$ cat config.mk
export PLATFORM = sky130hd
export DESIGN_NAME = cpu_clkgen
export DESIGN_NICKNAME = d
export VERILOG_FILES = /design/src/rtl/cpu_clkgen_pkg.sv /design/src/rtl/clkgen_src_pick.sv /design/src/rtl/clkgen_divider.sv /design/src/rtl/clkgen_half.sv /design/src/rtl/clkgen_rst_sync.sv /design/src/rtl/cpu_clkgen.sv
export SDC_FILE = /design/constraint.sdc
export NUM_CORES = 1
export LEC_CHECK = 0
export ABC_AREA = 1
export BUFFER_PORTS_ARGS = -buffer_cell sky130_fd_sc_hd__buf_4
export CORE_AREA = 2 2 39 41
export CTS_BUF_LIST = sky130_fd_sc_hd__clkbuf_8
export DETAILED_ROUTE_END_ITERATION = 10
export DIE_AREA = 0 0 41 43
export MAX_ROUTING_LAYER = met4
export PLACE_DENSITY = 0.58
export SYNTH_ARGS = -nofsm -noshare
export SYNTH_HDL_FRONTEND = slang
export SYNTH_SLANG_ARGS = --single-unit
$ cat constraint.sdc
create_clock -name clk_i -period 1.4 [get_ports clk_i]
set_input_delay 0.07 -clock clk_i [delete_from_list [all_inputs] [get_ports clk_i]]
set_output_delay 0.07 -clock clk_i [all_outputs]
set_load 0.02 [all_outputs]
$ cat src/rtl/cpu_clkgen_pkg.sv
package cpu_clkgen_pkg;
  typedef enum logic {
    SRC_OSC = 1'b0,
    SRC_EXT = 1'b1
  } src_sel_e;

  localparam int unsigned DIV_N_DEF      = 3;
  localparam int unsigned RST_STAGES_DEF = 2;
endpackage

$ cat src/rtl/clkgen_src_pick.sv
module clkgen_src_pick
  import cpu_clkgen_pkg::*;
(
  input  logic clk_i,
  input  logic rst_ni,
  input  logic osc_i,
  input  logic ext_i,
  input  logic sel_i,
  output logic src_edge_o
);
  logic osc_q, ext_q, prev_q, src_now;

  always_ff @(posedge clk_i or negedge rst_ni) begin
    if (!rst_ni) begin
      osc_q  <= 1'b0;
      ext_q  <= 1'b0;
      prev_q <= 1'b0;
    end else begin
      osc_q  <= osc_i;
      ext_q  <= ext_i;
      prev_q <= src_now;
    end
  end

  assign src_now    = (src_sel_e'(sel_i) == SRC_EXT) ? ext_q : osc_q;
  assign src_edge_o = src_now & ~prev_q;
endmodule

$ cat src/rtl/clkgen_divider.sv
module clkgen_divider #(
  parameter int unsigned DIV_N = 3
) (
  input  logic clk_i,
  input  logic rst_ni,
  input  logic src_edge_i,
  input  logic sync_i,
  output logic sys_o,
  output logic rise_o,
  output logic fall_o
);
  localparam int unsigned CW = (DIV_N > 2) ? $clog2(DIV_N) : 1;
  localparam logic [CW-1:0] LAST = CW'(DIV_N - 1);

  logic [CW-1:0] cnt_q;
  logic          adv, at_last, at_zero;

  assign adv     = src_edge_i & ~sync_i;
  assign at_last = (cnt_q == LAST);
  assign at_zero = (cnt_q == '0);

  always_ff @(posedge clk_i or negedge rst_ni) begin
    if (!rst_ni)          cnt_q <= '0;
    else if (src_edge_i) begin
      if (sync_i)         cnt_q <= '0;
      else if (at_last)   cnt_q <= '0;
      else                cnt_q <= cnt_q + 1'b1;
    end
  end

  // high only in the start count: one source period of DIV_N
  assign sys_o  = at_zero;
  assign rise_o = adv & at_last;
  assign fall_o = adv & at_zero;
endmodule

$ cat src/rtl/clkgen_half.sv
module clkgen_half (
  input  logic clk_i,
  input  logic rst_ni,
  input  logic fall_i,
  output logic pclk_o
);
  logic q;

  always_ff @(posedge clk_i or negedge rst_ni) begin
    if (!rst_ni)     q <= 1'b0;
    else if (fall_i) q <= ~q;
  end

  assign pclk_o = q;
endmodule

$ cat src/rtl/clkgen_rst_sync.sv
module clkgen_rst_sync #(
  parameter int unsigned STAGES = 2
) (
  input  logic clk_i,
  input  logic rst_ni,
  input  logic en_i,
  input  logic req_ni,
  output logic rst_o
);
  logic [STAGES-1:0] q;

  for (genvar s = 0; s < STAGES; s++) begin : g_stage
    logic d;
    if (s == 0) begin : g_first
      assign d = req_ni;
    end else begin : g_next
      assign d = q[s-1];
    end
    always_ff @(posedge clk_i or negedge rst_ni) begin
      if (!rst_ni)   q[s] <= 1'b0;
      else if (en_i) q[s] <= d;
    end
  end

  assign rst_o = ~q[STAGES-1];
endmodule

$ cat src/rtl/cpu_clkgen.sv
module cpu_clkgen
  import cpu_clkgen_pkg::*;
#(
  parameter int unsigned DIV_N      = DIV_N_DEF,
  parameter int unsigned RST_STAGES = RST_STAGES_DEF
) (
  input  logic clk_i,
  input  logic rst_ni,
  input  logic osc_i,
  input  logic ext_i,
  input  logic src_sel_i,
  input  logic sync_i,
  input  logic rst_req_ni,
  output logic osc_o,
  output logic sys_clk_o,
  output logic pclk_o,
  output logic rst_o
);
  logic src_edge, sys_rise, sys_fall;

  clkgen_src_pick u_pick (
    .clk_i      (clk_i),
    .rst_ni     (rst_ni),
    .osc_i      (osc_i),
    .ext_i      (ext_i),
    .sel_i      (src_sel_i),
    .src_edge_o (src_edge)
  );

  clkgen_divider #(.DIV_N(DIV_N)) u_div (
    .clk_i      (clk_i),
    .rst_ni     (rst_ni),
    .src_edge_i (src_edge),
    .sync_i     (sync_i),
    .sys_o      (sys_clk_o),
    .rise_o     (sys_rise),
    .fall_o     (sys_fall)
  );

  clkgen_half u_half (
    .clk_i  (clk_i),
    .rst_ni (rst_ni),
    .fall_i (sys_fall),
    .pclk_o (pclk_o)
  );

  clkgen_rst_sync #(.STAGES(RST_STAGES)) u_rsync (
    .clk_i  (clk_i),
    .rst_ni (rst_ni),
    .en_i   (sys_rise),
    .req_ni (rst_req_ni),
    .rst_o  (rst_o)
  );

  assign osc_o = osc_i;
endmodule

Yosys cells after proc, flatten, opt, wreduce, memory -nomap -nowiden:

Index checks and enable logic that the tools add are counted.

* bits in latches: 0
* memory bits (read-only): 0
* memories kept: 0
* register bits: 8
* logic and storage cells: 21
* output and inout bits: 4
* bits of input ports: 7
* bits in writable memories: 0

* muxes and demuxes: 3
* reduce and logical (&&, ||, !) cells: 1
* $lt $le $gt $ge: 0
* shift operators: 0
* divide/modulo/power cells: 0
* multiply operators: 0
* bitwise operators: 8
* equality and inequality tests: 1
* add/sub/neg operators: 1

Operators by type and width (number)
* bitwise AND 1 bit: 4
* 2-to-1 mux 2 bit: 2
* NOT 1 bit: 4
* adder 2 x 1 -> 2 bit, second input constant: 1
* equality test 2 bit, second input constant: 1
* zero test 2 bit: 1
* 2-to-1 mux 1 bit: 1

Longest topological paths before layout:

* depth after elaboration: 4
* mapped depth: 7
* depth with buffers taken out: 7

By module:

From an unflattened synthesis, not the netlist that was laid out.

* cells, all modules: 45
* area total of the unflattened synthesis: 357.8 um^2

Modules (own cells, without submodules)
* clkgen_divider: area an instance 116.4 um^2, times used 1, seq. area each 50.0 um^2, cells each 17
* clkgen_src_pick: area an instance 110.1 um^2, times used 1, seq. area each 75.1 um^2, cells each 11
* clkgen_rst_sync: area an instance 80.1 um^2, times used 1, seq. area each 50.0 um^2, cells each 10
* clkgen_half: area an instance 43.8 um^2, times used 1, seq. area each 25.0 um^2, cells each 6
* cpu_clkgen: area an instance 7.5 um^2, times used 1, seq. area each 0.0 um^2, cells each 1

Worst setup path before layout:

No wires, ideal clock.

* kind: register to register
* start point: register u_div.cnt_q[1]
* end point: register u_half.q (netlist: u_half.pclk_o)
* setup time: 0.117 ns
* data required time: 1.283 ns
* path buffers: 0
* arrival time: 0.774 ns
* stages on the path, launching flop included: 7
* path slack: 0.509 ns
* period minus slack after synthesis: 0.891 ns
* cells stage by stage: dfrtp_1 inv_1 nand2_1 nor2_1 nand2_2 nand2_1 nand2_1

* word-level cells in the longest chain between the ends: 2

RTL lines
* start, declared: line clkgen_divider.sv:15 `logic [CW-1:0] cnt_q;`
* start signal, assigned: line clkgen_divider.sv:27 `else cnt_q <= cnt_q + 1'b1;`
* zero test 2 bit: line clkgen_divider.sv:20 `assign at_zero = (cnt_q == '0);`
* bitwise AND 1 bit: line clkgen_divider.sv:34 `assign fall_o = adv & at_zero;`
* end signal, assigned: line clkgen_half.sv:11 `else if (fall_i) q <= ~q;`
* end, declared: line clkgen_half.sv:7 `logic q;`

Every way passes these cells.
A chain may end at the register's enable or synchronous reset.

Worst setup path after layout:

* start point: register u_div.cnt_q[1]
* end point: output sys_clk_o

* word-level cells in the longest chain between the ends: 1

RTL lines
* zero test 2 bit: line clkgen_divider.sv:20
* end, declared: line cpu_clkgen.sv:15 `output logic sys_clk_o,`

Every way passes these cells.

==> out/qor.yml <==
outcome:
  status: "finished clean"
clock_network:
  postCtsSetupRepairBufs: 0
  insertion_delay_ns: 0.22
  cts_root_buffer: "clkbuf_8"
  cts_buffers: 3
  clkTransAtPathRegs_ns: 0.04
  cts-htree-levels: 1
  clk_path_buf_depth: 2
  holdBufCountCts: 3
  cts_tree: "done"
  cts_resized: 0
  cts_sinks: 8
yosys:
  ys_seq_area_share_pct: 52.63
  synth_cell_types: 12
  synth_seq_cells: 8
  ys_warn_count: 0
  syn-mean-instance-area_um2: 8.846
  syn_nets: 50
  synthCells: 43
  syn_area_um2: 380.4
detailed_routing:
  drc: 0
  ant_nets: 0
  vias: 313
  top_layer_used: "met4"
  route.met2.wl_um: 337
  totalWireLength_um: 667
  wl_met3_um: 31
  wl_per_cell_um: 9.014
  m1WireLength_um: 265
  drtIter0Drc: 10
  firstDrtPassIters: 4
  vias_per_cell: 4.230
global_route:
  antenna_found_initial: 0
  grt_pass1_vias: 298
  grt_max_degree: 9
  overflow: 0
  track_usage_pct: 11.02
  grt_pass1_wl_um: 1152
layout:
  area_growth_syn_to_layout_pct: 41.78
  finalNetCount: 67
  drive_gt1_share_pct: 31.03
  antenna_cells: 0
  n_fill_cell: 145
  seqCellArea_um2: 200.2
  multiInputGateArea_um2: 138.9
  design_area_um2: 539.3
sta:
  rsz0062_at_grt: "no"
  period_needed_ns: 1.008
  skew_ns: 0.002677
  finalSetupViolations: 0
  maxSlewHeadroom_pct: 85.43
  final-max-slew-violation-count: 0
  fmax_ghz: 0.9923
  hold_violations: 0
  finalCritPeriodShare_pct: 71.99
  finalWorstSetupSlack_ns: 0.3922
  tightest_slew_ns: 0.2185
  holdWs_ns: 0.09411
  setup_tns_ns: 0
floorplanning:
  io_pins: 11
  initial_core_util_pct: 27.49
  core_um2: 1384
  fp.dieArea_um2: 1763
  die_h_um: 43
  num_rows: 14
  die_x_um: 41
pwr:
  p_leak_nw: 0.2931
  power_density_nw_per_um2: 1493
  vdd_ir_drop_max_mv: 0.6387
critical_path:
  crit_required_ns: 1.33
  path_max_fanout: 3
  cp-start-kind: "register"
  path_class: "register to primary output"
  arrival_ns: 0.94
  cp-end-kind: "primary output"
placement:
  post_dp_cell_area_um2: 467.9
  place_congestion: 0.7951
  post-place-ws_ns: 0.4362
  place.detailed.hpwl_um: 509.8
  io_buffers: 10
min_path:
  min_path_type: "primary input to register"
flow_run:
  drv_cap: 0
sequential cells by signal (all words and copies together), names as in the netlist:
signal             flops
u_div.cnt_q            2
u_rsync.q              1
u_pick.prev_q          1
u_pick.ext_q           1
u_pick.osc_q           1
u_half.pclk_o          1
u_rsync.g_stage.d      1
per-layer routing:
layer	vias up	track usage (%)
met2	8	12.50
li1	163	-
met4	0	12.00
met5	-	-
met3	6	4.712
met1	136	12.96
cells in the final DEF (no fill, tap or decap):
cell	instances
nand2_1	12
buf_4	10
inv_1	8
dfrtp_1	8
nand4_1	4
clkbuf_8	3
dlygate4sd3_1	3
nand2_2	2
nor2_1	2
o21ai_0	2
inv_2	1
nand2_4	1
nor2_8	1
nand3b_1	1
cells by family after synthesis:
| logic type | synth area share [%] |
|---|---|
| buffers and inverters | 10.86 |
| flip-flops | 52.63 |
| AO/OA/AOI/OAI | 2.632 |
| AND/OR/NAND/NOR | 33.88 |
cell type report:
cell class | count | area share (%)
timing repair buffer | 13 | 19.49
sequential | 8 | 37.12
tap | 16 | 3.712
clock buffer | 3 | 7.657
multi-input combinational | 25 | 25.75
inverter | 9 | 6.265
worst paths after layout:
kind                                       startpoint                               end  slack (ns)  cells past startpoint
max                        u_div.cnt_q[1]$_DFFE_PN0N_                         sys_clk_o        0.39                      4
min                                        rst_req_ni  u_rsync.g_stage[1].d$_DFFE_PN0P_        0.09                      3
max reg2reg                u_div.cnt_q[1]$_DFFE_PN0N_         u_half.pclk_o$_DFFE_PN0P_        0.43                      6
min reg2reg                  u_rsync.q[1]$_DFFE_PN0P_          u_rsync.q[1]$_DFFE_PN0P_        0.48                      2
max in group asynchronous                      rst_ni          u_rsync.q[1]$_DFFE_PN0P_        1.07                      2
min in group asynchronous                      rst_ni        u_div.cnt_q[1]$_DFFE_PN0N_        0.20                      2
critical path, cell delays in order, from the launching register on:
cell and delay, ns:
dfrtp_1 0.37, inv_1 0.10, nand2_1 0.07, inv_1 0.05
buf_4 0.13
through the flow:
stage,total power [mW],instances,utilization [%]
floorplan,0.4462,43,-
detailed placement,0.5347,68,33.82
global placement,0.5310,68,33.82
global route,0.8676,74,38.97
finish,0.8050,74,38.97
CTS,0.8169,74,38.97
power by group:
part,switching [mW],internal [mW]
clock,0.0839,0.186
combinational,0.123,0.0978
sequential,0.0323,0.283
total,0.239,0.566
synth_stat cells:
master    number  share of area [%]
nand2_1       12                 12
dfrtp_1        8                 53
inv_1          8                7.9
nand4_1        4                6.6
nand2_2        2                3.3
nor2_1         2                2.0
o21ai_0        2                2.6
buf_4          1                2.0
inv_2          1               0.99
nand2_4        1                3.0
nand3b_1       1                2.0
nor2_8         1                5.3
Note: power is estimated with default switching activity, not from simulation.
